==> config.mk <==
export PLATFORM = sky130hd
export DESIGN_NAME = port_status_formatter
export DESIGN_NICKNAME = d
export VERILOG_FILES = /design/src/rtl/psf_pkg.sv /design/src/rtl/blink_timebase.sv /design/src/rtl/activity_stretch.sv /design/src/rtl/field_packer.sv /design/src/rtl/port_status_formatter.sv
export SDC_FILE = /design/constraint.sdc
export NUM_CORES = 1
export LEC_CHECK = 0
export BUFFER_PORTS_ARGS = -buffer_cell sky130_fd_sc_hd__buf_2
export CORE_MARGIN = 2
export CORE_UTILIZATION = 54
export CTS_CLUSTER_DIAMETER = 30
export CTS_CLUSTER_SIZE = 40
export DETAILED_ROUTE_END_ITERATION = 6
export GPL_ROUTABILITY_DRIVEN = 0
export GPL_TIMING_DRIVEN = 0
export HOLD_SLACK_MARGIN = 0.12
export PLACE_DENSITY = 0.87
export SKIP_CTS_REPAIR_TIMING = 1
export SLEW_MARGIN = 20
export SYNTH_ARGS = -nofsm -noshare
export SYNTH_HDL_FRONTEND = slang
export SYNTH_HIERARCHICAL = 1
export SYNTH_SLANG_ARGS = --single-unit
==> constraint.sdc <==
create_clock -name clk -period 5.4 [get_ports clk]
set_input_delay 0.81 -clock clk [delete_from_list [all_inputs] [get_ports clk]]
set_output_delay 0.81 -clock clk [all_outputs]
set_load 0.01 [all_outputs]
==> src/rtl/psf_pkg.sv <==
package psf_pkg;
  localparam int STAT_W = 6;
  localparam int LEN_W  = 3;

  typedef enum logic [1:0] {
    ACT_NONE   = 2'd0,
    ACT_MERGED = 2'd1,
    ACT_SPLIT  = 2'd2
  } act_mode_e;

  typedef struct packed {
    logic      ok;
    act_mode_e act;
    logic [2:0] nstat;
  } fmt_dec_t;

  // Upper two code bits pick the activity layout, lower two the status width.
  function automatic fmt_dec_t decode_fmt(input logic [3:0] code);
    fmt_dec_t d;
    d.ok    = 1'b0;
    d.act   = ACT_NONE;
    d.nstat = 3'd0;
    case (code[1:0])
      2'd0:    d.nstat = 3'd1;
      2'd1:    d.nstat = 3'd2;
      2'd2:    d.nstat = 3'd4;
      default: d.nstat = 3'd6;
    endcase
    case (code[3:2])
      2'b00: d.ok = 1'b1;
      2'b01: begin d.ok = (code[1:0] != 2'd3); d.act = ACT_MERGED; end
      2'b10: begin d.ok = (code[1:0] != 2'd3); d.act = ACT_SPLIT;  end
      default: d.ok = 1'b0;
    endcase
    if (!d.ok) begin
      d.act   = ACT_NONE;
      d.nstat = 3'd0;
    end
    return d;
  endfunction
endpackage

==> src/rtl/blink_timebase.sv <==
module blink_timebase #(
  parameter int RATE_W = 8
) (
  input  logic              clk,
  input  logic              rst,
  input  logic [RATE_W-1:0] rate_in,
  output logic [RATE_W-1:0] rate_eff
);
  localparam logic [RATE_W-1:0] RATE_MIN = RATE_W'(1);

  always_ff @(posedge clk) begin
    if (rst) rate_eff <= RATE_MIN;
    else     rate_eff <= (rate_in == '0) ? RATE_MIN : rate_in;
  end
endmodule

==> src/rtl/activity_stretch.sv <==
module activity_stretch #(
  parameter int RATE_W = 8
) (
  input  logic              clk,
  input  logic              rst,
  input  logic              strobe,
  input  logic              tick,
  input  logic [RATE_W-1:0] rate,
  output logic              lit
);
  logic [RATE_W-1:0] remain;

  always_ff @(posedge clk) begin
    if (rst)                       remain <= '0;
    else if (strobe)               remain <= rate;
    else if (tick && remain != '0) remain <= remain - RATE_W'(1);
  end

  assign lit = (remain != '0);
endmodule

==> src/rtl/field_packer.sv <==
module field_packer
  import psf_pkg::*;
(
  input  fmt_dec_t           dec,
  input  logic               en,
  input  logic               tx_lit,
  input  logic               rx_lit,
  input  logic [STAT_W-1:0]  stat,
  output logic [STAT_W-1:0]  dat,
  output logic [LEN_W-1:0]   len
);
  logic [STAT_W:0]   keep;
  logic [STAT_W-1:0] sm;

  always_comb begin
    keep = ((STAT_W+1)'(1) << dec.nstat) - (STAT_W+1)'(1);
    sm   = stat & keep[STAT_W-1:0];
    dat  = '0;
    len  = '0;
    if (en && dec.ok) begin
      case (dec.act)
        ACT_MERGED: begin
          dat = {sm[STAT_W-2:0], tx_lit | rx_lit};
          len = dec.nstat + LEN_W'(1);
        end
        ACT_SPLIT: begin
          dat = {sm[STAT_W-3:0], rx_lit, tx_lit};
          len = dec.nstat + LEN_W'(2);
        end
        default: begin
          dat = sm;
          len = dec.nstat;
        end
      endcase
    end
  end
endmodule

==> src/rtl/port_status_formatter.sv <==
module port_status_formatter
  import psf_pkg::*;
#(
  parameter int NUM_PORTS = 8,
  parameter int RATE_W    = 8
) (
  input  logic                          clk,
  input  logic                          rst,
  input  logic                          latch_tick,
  input  logic [RATE_W-1:0]             blink_rate,
  input  logic [3:0]                    fmt_code,
  input  logic [NUM_PORTS-1:0]          port_en_in,
  input  logic [NUM_PORTS-1:0]          tx_act,
  input  logic [NUM_PORTS-1:0]          rx_act,
  input  logic [NUM_PORTS*STAT_W-1:0]   sw_status,
  output logic [NUM_PORTS*STAT_W-1:0]   field_dat,
  output logic [NUM_PORTS*LEN_W-1:0]    field_len,
  output logic [NUM_PORTS-1:0]          en_mask
);
  logic [RATE_W-1:0]          rate_eff;
  logic [NUM_PORTS-1:0]       tx_lit, rx_lit;
  logic [NUM_PORTS*STAT_W-1:0] dat_c;
  logic [NUM_PORTS*LEN_W-1:0]  len_c;
  fmt_dec_t                   dec;

  assign dec = decode_fmt(fmt_code);

  blink_timebase #(.RATE_W(RATE_W)) u_tb (
    .clk(clk), .rst(rst), .rate_in(blink_rate), .rate_eff(rate_eff)
  );

  for (genvar p = 0; p < NUM_PORTS; p++) begin : g_port
    activity_stretch #(.RATE_W(RATE_W)) u_tx (
      .clk(clk), .rst(rst), .strobe(tx_act[p]), .tick(latch_tick),
      .rate(rate_eff), .lit(tx_lit[p])
    );
    activity_stretch #(.RATE_W(RATE_W)) u_rx (
      .clk(clk), .rst(rst), .strobe(rx_act[p]), .tick(latch_tick),
      .rate(rate_eff), .lit(rx_lit[p])
    );
    field_packer u_pack (
      .dec(dec), .en(port_en_in[p]), .tx_lit(tx_lit[p]), .rx_lit(rx_lit[p]),
      .stat(sw_status[p*STAT_W +: STAT_W]),
      .dat(dat_c[p*STAT_W +: STAT_W]), .len(len_c[p*LEN_W +: LEN_W])
    );
  end

  always_ff @(posedge clk) begin
    if (rst) begin
      field_dat <= '0;
      field_len <= '0;
      en_mask   <= '0;
    end else begin
      field_dat <= dat_c;
      field_len <= len_c;
      en_mask   <= port_en_in;
    end
  end
endmodule

==> key figures, run 1 <==
Die
  • Site Rows: 61
  • Die area: ~30000 um2
  • Core area: 27600 um2
  • Starting Density: a little over half
  • Chip height: 171 um
  • Die Span X: around 170 um
  • I/O Pins: 167

Critical path
  • Setup crit start: fmt_code[3]
  • CP startpoint kind: input pin
  • Worst r2r path cells: 7
  • Crit-path max FO: 21
  • Critical path class: in -> reg
  • Reg2reg start: g_port[4].u_rx/remain[0]$_SDFFE_PP0P_
  • Critical Path RT: between 5 and 6 ns
  • Nature of the critical path endpoint: register
  • Arr. time, crit path: 4.15 ns

Timing
  • Setup repair after global routing missed its margin: false
  • Max Fclk: 274 MHz
  • Setup TNS: 0 ns
  • Hold Violations, Final: 0
  • Clock Skew: slightly below 0.03 ns
  • Normalized max-slew margin: roughly 22%
  • Final Setup Violations: 0
  • Final min period: 3.65 ns
  • Slew Viols, Final: 0
  • Setup ws final: 1.75 ns
  • Tcrit/Tclk final: 67.6%
  • Slew @ Worst Pin: 1.16 ns

Drt
  • DR iter-0 viols: 2014
  • Routed WL per cell: 18.5 um
  • Via/cell ratio: 6.50
  • Drt total wl: 45700 um
  • Via total after detailed routing: 16000
  • Final ANT Viol Nets: 0
  • DR pass1 iterations: 6
  • Remaining DRCs: 0

Logic synthesis
  • Compound-cell area share of the yosys netlist: 25.1%
  • Post-synth ARST share: 0%
  • Most instantiated library cell after synthesis: dfxtp_1
  • Post-synthesis mux area share: between 2 and 3%
  • Post-synth top cells: 216 x dfxtp_1, 147 x inv_1, 128 x nand2_1, 121 x nor2_1, 119 x nor2b_1
  • Library cells used by synthesis: 54
  • Syn Inst Count: 1823
  • Seq cells post-synth: 216
  • Share of the synthesized area in the top cell type: 28.6%
  • Synth area leader: dfxtp_1
  • Syn avg cell area: 8.28 um2
  • Top post-synthesis cells by area: dfxtp_1 29%, ha_1 7.0%, nor2b_1 4.9%
  • Synth Area in Adders: 6.96%
  • Xor/xnor share of the synthesized area: 0%
  • Mapped Area: 15100 um2
  • Total nets after synthesis: 1994
  • Main synth FF type: dfxtp_1
  • Simple-gate portion of the synthesized area: about 30%
  • Seq/Total Area, Yosys: between 20% and 30%
  • Synth warnings: 6
  • Main combinational cell family by area after synthesis: simple AND/OR/NAND/NOR gates
  • Post-synth EDFFs: 0

Global routing
  • Largest net degree at the start of global routing: between 80 and 90
  • Overflow after GRT: 0
  • First-pass GRT wire length: 72600 um
  • Total track usage: 29.9%
  • Vias in the first global route: around 15000
  • Initial antenna violation count: 6

Power
  • Int Power: between 4 and 5 mW
  • Leak Pwr: 7.25 nW
  • Total power: 6.53 mW
  • Combinational Power Share: a little under a fifth
  • Psw: roughly 2 mW
  • Flop pwr share: 28.4%
  • Sw Ratio: 30.6%
  • Power Dens Cells: 353 nW/um2
  • Worst vdd ir: 0.271 mV
  • Clock Power Share: between 50% and 60%

Hold path
  • Cell depth of the worst hold path: 2
  • Hold path start: blink_rate[0]
  • Worst hold path type: in -> reg

Layout
  • Share of cells above drive strength 1: 21.0%
  • Sequential Area: roughly 4300 um2
  • NumNets Final: 2207
  • Final Util: 66.9%
  • Multi-input logic area: roughly 9800 um2
  • Layout area overhead: 22.4%
  • Filler Cells Inserted: 2073

Clocking
  • Worst-Skew Late Latency: 0.57 ns
  • Clock sink total: 216
  • CTS tree: built
  • Max Root-Sink Buffers: 3
  • Num CTS Buffers: 55
  • Clock-pin slew on the worst setup and hold paths: 0.05 ns
  • Clock tree root driver cell: clkbuf_16
  • H-tree depth: 2

Placement
  • Detailed placer's ending HPWL: roughly 30000 um
  • Port Buffers: 150
  • Place WS: between 1 and 1.5 ns

Status
  • Status: completed

Flow run
  • Max-Cap Viols: 0
## cell families after synthesis
logic type / count (synthesis)
AND/OR/NAND/NOR: 745
AO/OA/AOI/OAI: 503
buffers and inverters: 251
flip-flops: 216
adder cells (fa/ha/maj): 84
multiplexers: 24
## routing by layer
metal / share of wire, % / global-route usage (%) / wire length [um] / up-vias
li1: - / - / - / 7421
met2: 47 / 49.6 / 21300 / 850
met5: 0.055 / 0 / 25 / -
met3: 9.2 / 5.98 / 4200 / 192
met1: 40 / 37.0 / 18300 / 7531
met4: 4.1 / 14.6 / 1860 / 4
## area by class of cell
class	count	area share [%]
Antenna cell	4	0.0541
Clock inverter	38	2.65
Timing Repair Buffer	156	4.62
Sequential cell	216	23.4
Multi-Input combinational cell	1356	52.9
Buffer	88	2.49
Inverter	163	3.31
Clock buffer	63	7.99
Tap cell	378	2.56
## path summary, 6_finish.rpt
path	endpoint	slack (ns)
worst max register to register	field_dat[25]$_SDFF_PP0_	2.98
worst min-delay path	u_tb/rate_eff[0]$_SDFF_PP1_	0.44
worst max-delay path	field_dat[47]$_SDFF_PP0_	1.75
worst min register to register	g_port[2].u_rx/remain[1]$_SDFFE_PP0P_	0.49
## flip-flops by register name, summed over array words and instances (netlist names)
| name | flops |
|---|---|
| g_port.u_rx/remain | 64 |
| g_port.u_tx/remain | 64 |
| field_dat | 48 |
| field_len | 24 |
| en_mask | 8 |
| u_tb/rate_eff | 8 |
## critical path, cell delays in order
cell      delay, ns
buf_2          0.12
inv_1          0.08
ha_1           0.33
or2b_1         0.28
a21oi_4        0.54
buf_16         0.23
inv_1          0.10
ha_1           0.28
nand2_2        0.13
ha_1           0.18
and2b_1        0.18
mux2i_4        0.26
a31oi_1        0.12
a221oi_2       0.26
nor2b_1        0.21
## metrics by stage
| stage | hold WS [ns] | instance area, um2 | cells |
|---|---|---|---|
| floorplan | 0.467 | 15100 | 1823 |
| global placement | 0.483 | 16300 | 2351 |
| detailed placement | 0.487 | 16500 | 2357 |
| CTS | 0.429 | 18400 | 2458 |
| global route | 0.441 | 18500 | 2460 |
| finish | 0.443 | 18500 | 2462 |
## placed cells by master, fill, tap and decap left out, drive strengths merged, types with 29 or more instances in the layout
cell	instances
inv	172
nand2b	29
a211o	33
clkbuf	111
nand3	40
nand4	32
nand2	136
a32oi	32
o221ai	32
dfxtp	216
or4b	48
a221oi	48
a21oi	77
nor2	121
a311oi	48
nor2b	119
nor3	49
o2111ai	32
o21ai	64
or4	48
buf	196
ha	84
a211oi	56
## power by group through the flow
stage          registers [mW]  clock network (mW)  logic (mW)
2_1_floorplan            1.83                   0       0.891
3_3_place_gp             1.86                   0        1.14
3_5_place_dp             1.87                   0        1.20
4_1_cts                  1.84                3.46        1.22
5_1_grt                  1.87                3.55        1.36
6_report                 1.85                3.42        1.25
(Power assumes the default switching activity.)
==> run 2, diff against run 1 <==
- ABC_AREA: unset -> 1
- CORE_UTILIZATION: 54 -> 57
- PLACE_DENSITY: 0.87 -> 0.88
- clock period: 5.4 -> 3.7 ns (I/O delays scaled with it)
==> run 2 against run 1 <==
  * The run now ends with DRC left
  * Via count is 7.9% higher
  * Worst hold slack worse by 0.25 ns
  * Sequential power increased by 46%
  * Area after synthesis increased by 7.1%
  * Clock power is 41% higher
  * Non-clock buffer count is 32 lower
  * Largest cell class unchanged
  * Largest power group unchanged
  * Highest routed layer is now met4
==> key figures, run 2 <==
Power
  • Flop pwr share: 27.1% (-1.3 points)
  • Int Power: 6.51 mW (+44%)
  • Clock Power Share: 48.6% (-3.8 points)
  • Worst vdd ir: 0.375 mV (+38%)
  • Sw Ratio: 34.5% (+4.0 points)
  • Total power: 9.95 mW (+52%)
  • Psw: 3.44 mW (+72%)
  • Power Dens Cells: 510 nW/um2 (+44%)
  • Leak Pwr: 9.54 nW (+32%)
  • Combinational Power Share: 24.3% (+5.1 points)

Logic synthesis
  • Seq/Total Area, Yosys: 26.7% (-1.9 points)
  • Syn avg cell area: 6.50 um2 (-22%)
  • Synth area leader: dfxtp_1
  • Post-synth ARST share: 0% (unchanged)
  • Post-synthesis mux area share: 0% (-2.5 points)
  • Xor/xnor share of the synthesized area: 1.67% (+1.7 points)
  • Post-synth EDFFs: 0 (unchanged)
  • Top post-synthesis cells by area: dfxtp_1 27%, nand2_1 12%, inv_1 8.6%
  • Total nets after synthesis: 2660 (+33%)
  • Post-synth top cells: 520 x nand2_1, 369 x inv_1, 363 x nor2_1, 216 x dfxtp_1, 216 x nand3_1
  • Main combinational cell family by area after synthesis: simple AND/OR/NAND/NOR gates
  • Synth warnings: 6 (unchanged)
  • Simple-gate portion of the synthesized area: 39.9% (+10 points)
  • Compound-cell area share of the yosys netlist: 13.3% (-12 points)
  • Library cells used by synthesis: 35 (-35%)
  • Most instantiated library cell after synthesis: nand2_1
  • Main synth FF type: dfxtp_1
  • Share of the synthesized area in the top cell type: 26.7% (-1.9 points)
  • Mapped Area: 16200 um2 (+7.1%)
  • Seq cells post-synth: 216 (unchanged)
  • Syn Inst Count: 2489 (+37%)
  • Synth Area in Adders: 6.50% (-0.46 points)

Die
  • Die area: 29700 um2 (+1.4%)
  • Die Span X: 172 um (+0.71%)
  • Core area: 27900 um2 (+0.83%)
  • Starting Density: 58.1% (+3.4 points)
  • I/O Pins: 167 (unchanged)
  • Chip height: 172 um (+0.71%)
  • Site Rows: 61 (unchanged)

Critical path
  • Worst stage delay on the critical path: 0.63 ns (+0.09 ns)
  • Crit path cell chain: buf_2 -> inv_1 -> ha_1 -> nand2_1 -> nand2_1 -> nand2_1 -> nor2_4 -> buf_16 -> inv_1 -> ha_1 -> nand2_4 -> ha_1 -> or2_2 -> inv_1 -> nand3_1 -> a31oi_1 -> inv_1 -> nor2_1
  • Critical path class: in -> reg
  • Critical Path RT: 4.20 ns (-1.70 ns)
  • CP startpoint kind: input pin
  • Crit-path max FO: 22 (+4.8%)
  • Arr. time, crit path: 3.84 ns (-0.31 ns)
  • Nature of the critical path endpoint: register
  • CP max-delay cell: nor2_4
  • Top cell by count, worst path: inv_1

Placement
  • Port Buffers: 166 (+11%)
  • Place WS: -0.0121 ns (-1.27 ns)
  • DP Area: 17600 um2 (+7.0%)
  • Detailed placer's ending HPWL: 31600 um (+5.3%)

Layout
  • Largest regs: g_port.u_rx/remain x64, g_port.u_tx/remain x64, field_dat x48
  • Commonest non-fill, non-tap cell in the layout: nand2_1
  • Design area: 19500 um2 (+5.6%)
  • Share of cells above drive strength 1: 21.7% (+0.76 points)
  • NumNets Final: 2888 (+31%)
  • Layout area overhead: 20.7%
  • Leading cell types in the layout, fill and taps excluded: 520 x nand2_1, 369 x inv_1, 358 x nor2_1, 216 x dfxtp_1, 216 x nand3_1

Global routing
  • First-pass GRT wire length: 74900 um (+3.3%)
  • Initial antenna violation count: 2 (-4)
  • Met2 track demand over resource: 51.9% (+2.3 points)
  • Met3 Track Usage GR: 6.55% (+0.56 points)
  • Overflow after GRT: 0 (unchanged)
  • Total track usage: 30.5% (+0.67 points)
  • Met1 Use GR: 36.3% (-0.71 points)
  • Largest net degree at the start of global routing: 80 (-8.0%)
  • Vias in the first global route: 16300 (+9.2%)
  • Most Crowded Layer GR: met2

Drt
  • Remaining DRCs: 1 (+1)
  • Final ANT Viol Nets: 0 (unchanged)
  • Drt total wl: 46100 um (+1.0%)
  • Via/cell ratio: 5.50 (-15%)
  • Routed WL per cell: 14.7 um (-21%)
  • DR iter-0 viols: 1804 (-10%)
  • DR pass1 iterations: 7 (+1)
  • Via total after detailed routing: 17300 (+7.9%)

Clocking
  • CTS tree: built
  • Clock-pin slew on the worst setup and hold paths: 0.05 ns (about the same)
  • Clock tree root driver cell: clkbuf_16
  • Worst-Skew Late Latency: 0.57 ns (about the same)
  • Max Root-Sink Buffers: 3 (unchanged)
  • H-tree depth: 2 (unchanged)
  • Clock sink total: 216 (unchanged)
  • Num CTS Buffers: 56 (+1.8%)

Timing
  • Setup TNS: 0 ns (unchanged)
  • Hold Violations, Final: 0 (unchanged)
  • Final Setup Violations: 0 (unchanged)
  • Setup ws final: 0.358 ns (-1.39 ns)
  • Normalized max-slew margin: 17.7% (-4.8 points)
  • Final min period: 3.34 ns
  • Tcrit/Tclk final: 90.3%
  • Clock Skew: 0.0159 ns (-0.0137 ns)
  • Hold Slack: 0.194 ns (-0.249 ns)
  • Slew @ Worst Pin: 1.23 ns (+0.0715 ns)
  • Setup repair after global routing missed its margin: false
  • Max Fclk: ~300 MHz
  • Slew Viols, Final: 0 (unchanged)

Status
  • Violated checks: DRC
  • Status: complete, but fails checks

Hold path
  • Worst hold path type: in -> reg

Flow run
  • Max-Cap Viols: 0 (unchanged)
## run 2: changes by cell type after synthesis, moves of 33 or more
cell | previous run | this run
a211oi_1 | 56 | 0
a311oi_1 | 48 | 0
inv_1 | 147 | 369
nand2_1 | 128 | 520
nand2_2 | 8 | 64
nand3_1 | 40 | 216
nor2_1 | 121 | 363
nor2_2 | 0 | 33
nor2_4 | 0 | 33
nor2b_1 | 119 | 0
nor3_1 | 41 | 5
o21ai_0 | 32 | 104
or4_1 | 48 | 0
## run 2: cell type report
class	instances	area (um2)
Multi-Input combinational cell	1814	9960
Fill cell	2117	8340
Sequential cell	216	4320
Inverter	417	1600
Clock buffer	60	1440
Timing Repair Buffer	170	947
Tap cell	378	473
Clock inverter	43	460
Buffer	42	319
Antenna cell	1	2.50
## run 2: path summary, 6_finish.rpt
check,startpoint,cells past startpoint,slack [ns],end
setup / recovery,fmt_code[3],18,0.36,field_dat[9]$_SDFF_PP0_
hold / removal,blink_rate[0],3,0.19,u_tb/rate_eff[0]$_SDFF_PP1_
setup reg to reg,u_tb/rate_eff[6]$_SDFF_PP0_,4,1.96,g_port[3].u_tx/remain[6]$_SDFFE_PP0P_
hold reg to reg,g_port[3].u_tx/remain[0]$_SDFFE_PP0P_,2,0.48,g_port[3].u_tx/remain[0]$_SDFFE_PP0P_
## run 2: cell families after synthesis
family,count (synthesis)
flip-flops,216
AO/OA/AOI/OAI,360
AND/OR/NAND/NOR,1346
XOR/XNOR,24
adder cells (fa/ha/maj),84
buffers and inverters,459
## run 2: stage by stage
stage          utilization (%)  std cells
3_3_place_gp              62.8       3033
2_1_floorplan                -       2489
4_1_cts                   70.1       3140
5_1_grt                   70.1       3141
6_report                  70.1       3141
3_5_place_dp              63.2       3037
## run 2: layer usage
metal  vias to the layer above  wire [um]
li1                       8394          -
met1                      7854      18300
met2                       832      21800
met3                       180       4180
met4                         0       1910
met5                         -          0
## run 2: power by group through the flow
stage / sequential, mW / clock, mW / combinational, mW
after floorplan: 2.68 / 0 / 1.82
after global placement: 2.72 / 0 / 2.23
after detailed placement: 2.73 / 0 / 2.34
after CTS: 2.69 / 4.88 / 2.38
after global routing: 2.72 / 5.02 / 2.69
final: 2.70 / 4.83 / 2.41
## run 2: critical path: cells and delay by family
| kind | cells | cell delay (ns) |
|---|---|---|
| AND/OR/NAND/NOR | 8 | 1.60 |
| AO/OA/AOI/OAI | 1 | 0.19 |
| adder cells (fa/ha/maj) | 3 | 0.78 |
| buffers and inverters | 6 | 0.70 |
==> run 3, diff against run 2 <==
- RECOVER_POWER: unset -> 25
==> run 3 against run 2 <==
  * The run ends with capacitance limit, slew limit left
  * Sequential share of layout area rose by 0.14 points
  * Flip-flop and latch count unchanged
  * Worst hold slack got worse by 0.00094 ns
  * Sequential power about the same
  * Die area stayed put
  * Cell count stayed put
  * Worst setup slack got worse by 0.066 ns
  * Routed wire length is 0.18% higher
  * Clock skew about the same
  * Non-clock buffer count unchanged
==> key figures, run 3 (synthesized netlist as in run 2, its figures left out) <==
Status
  • Violated checks: capacitance limit, slew limit
  • Status: complete, but fails checks

Critical path
  • CP delay by family, top: buffers and inverters
  • CP startpoint kind: input pin
  • Crit-path max FO: 79 (+260%)
  • Nature of the critical path endpoint: register
  • WP buf/inv: 4 (-2)
  • Crit path cell chain: clkbuf_2 -> clkbuf_2 -> clkbuf_1 -> clkbuf_2 -> nor2_1
  • Top cell by count, worst path: clkbuf_2
  • Worst stage delay on the critical path: 1.46 ns (+0.83 ns)
  • Critical path class: in -> reg
  • Arr. time, crit path: 3.82 ns (-0.02 ns)
  • Critical Path RT: 4.11 ns (-0.09 ns)
  • CP max-delay cell: clkbuf_2

Placement
  • Detailed placer's ending HPWL: 31600 um (unchanged)
  • DP Area: 17600 um2 (unchanged)
  • Port Buffers: 166 (unchanged)
  • Placed Cells: 3037 (unchanged)

Power
  • Combinational Power Share: 24.2% (about the same)
  • Leak Pwr: 9.30 nW (-2.5%)
  • Sw Ratio: 34.6% (about the same)
  • Int Power: 6.50 mW (about the same)
  • Total power: 9.94 mW (about the same)
  • Power Dens Cells: 512 nW/um2 (+0.56%)
  • Psw: 3.44 mW (about the same)
  • Clock Power Share: 48.6% (about the same)
  • Flop pwr share: 27.2% (about the same)
  • Worst vdd ir: 0.375 mV (about the same)

Timing
  • Setup TNS: 0 ns (unchanged)
  • Max Fclk: 293 MHz (-1.9%)
  • Hold Violations, Final: 0 (unchanged)
  • Final Setup Violations: 0 (unchanged)
  • Slew Viols, Final: 113 (+113)
  • Tcrit/Tclk final: 92.1% (+1.8 points)
  • Hold Slack: 0.193 ns (-0.000937 ns)
  • Setup repair after global routing missed its margin: false
  • Final min period: 3.41 ns (+0.0664 ns)
  • Normalized max-slew margin: -60.3% (-78 points)
  • Clock Skew: 0.0159 ns (+0.0000734 ns)
  • Slew @ Worst Pin: 2.41 ns (+1.17 ns)

Drt
  • Drt total wl: 46200 um (+0.18%)
  • Remaining DRCs: 0 (-1)
  • Via/cell ratio: 5.52 (+0.42%)
  • Via total after detailed routing: 17300 (+0.42%)
  • DR iter-0 viols: 1791 (-0.72%)
  • DR pass1 iterations: 7 (unchanged)
  • Final ANT Viol Nets: 0 (unchanged)
  • Routed WL per cell: 14.7 um (+0.18%)

Global routing
  • First-pass GRT wire length: 74900 um (unchanged)
  • Initial antenna violation count: 2 (unchanged)
  • Total track usage: 30.5% (unchanged)
  • Vias in the first global route: 16300 (unchanged)
  • Overflow after GRT: 0 (unchanged)
  • Largest net degree at the start of global routing: 80 (unchanged)

Layout
  • Largest regs: g_port.u_rx/remain x64, g_port.u_tx/remain x64, field_dat x48
  • Design area: 19400 um2 (-0.62%)
  • Leading cell types in the layout, fill and taps excluded: 520 x nand2_1, 369 x inv_1, 358 x nor2_1, 216 x dfxtp_1, 216 x nand3_1
  • Non-Filler Instances: 3141 (unchanged)
  • Commonest non-fill, non-tap cell in the layout: nand2_1
  • Layout area overhead: 20.0%
  • Filler Cells Inserted: 2163 (+2.2%)
  • Share of cells above drive strength 1: 19.8% (-2.0 points)
  • NumNets Final: 2888 (unchanged)

Die
  • Die area: 29700 um2 (unchanged)
  • Chip height: 172 um (unchanged)
  • Die Span X: 172 um (unchanged)
  • I/O Pins: 167 (unchanged)
  • Core area: 27900 um2 (unchanged)
  • Site Rows: 61 (unchanged)
  • Starting Density: 58.1% (unchanged)

Clocking
  • Max Root-Sink Buffers: 3 (unchanged)
  • Clock-pin slew on the worst setup and hold paths: 0.05 ns (about the same)
  • Clock sink total: 216 (unchanged)
  • CTS tree: built
  • Worst-Skew Late Latency: 0.57 ns (about the same)
  • Num CTS Buffers: 56 (unchanged)
  • Clock tree root driver cell: clkbuf_16
  • H-tree depth: 2 (unchanged)

Hold path
  • Worst hold path type: in -> reg

Flow run
  • Max-Cap Viols: 2 (+2)
run 3: changes by cell type in the layout (fill, tap and decap cells not counted):
cell	delta
clkbuf_2	+4
o21ai_0	+5
buf_6	-4
buf_4	-1
o21ai_2	-1
buf_2	-51
o21ai_1	-4
buf_16	-1
clkbuf_1	+53
run 3: cell type report:
| type | count | area (um2) | share of cell area, % |
|---|---|---|---|
| Clock inverter | 43 | 460 | 2.37 |
| Multi-Input combinational cell | 1814 | 9960 | 51.3 |
| Clock buffer | 60 | 1440 | 7.40 |
| Inverter | 417 | 1600 | 8.22 |
| Tap cell | 378 | 473 | 2.44 |
| Timing Repair Buffer | 170 | 855 | 4.41 |
| Sequential cell | 216 | 4320 | 22.3 |
| Antenna cell | 1 | 2.50 | 0.0129 |
| Buffer | 42 | 295 | 1.52 |
run 3: power by group through the flow:
stage	Clock [mW]	Sequential, mW	Combinational [mW]
floorplan	0	2.68	1.82
global placement	0	2.72	2.23
detailed placement	0	2.73	2.34
CTS	4.88	2.69	2.38
global route	5.02	2.72	2.68
finish	4.84	2.70	2.40
run 3: metrics by stage:
stage	setup WS, ns	utilization [%]
2_1_floorplan	0.263	-
3_3_place_gp	-0.574	62.8
3_5_place_dp	-0.0121	63.2
4_1_cts	0.468	70.1
5_1_grt	0.146	69.6
6_report	0.292	69.6
run 3: tightest hold or removal path, stage by stage:
cell and delay, ns:
buf_2 0.09, inv_1 0.03, nand2_1 0.05
run 3: path summary, 6_finish.rpt:
path / to / depth (start not counted) / from / slack (ns)
worst max-delay path: en_mask[0]$_SDFF_PP0_ / 5 / rst / 0.29
worst max register to register: g_port[5].u_rx/remain[0]$_SDFFE_PP0P_ / 7 / g_port[5].u_rx/remain[0]$_SDFFE_PP0P_ / 1.93
worst min register to register: g_port[2].u_tx/remain[0]$_SDFFE_PP0P_ / 2 / g_port[2].u_tx/remain[0]$_SDFFE_PP0P_ / 0.48
worst min-delay path: u_tb/rate_eff[0]$_SDFF_PP1_ / 3 / blink_rate[0] / 0.19
run 3: metal layers:
metal	share of wire [%]	track usage, %	vias up
met3	9.3	6.55	177
met4	4.1	15.4	0
met1	40	36.3	7910
met2	47	51.9	846
met5	0	0	-
li1	-	-	8399
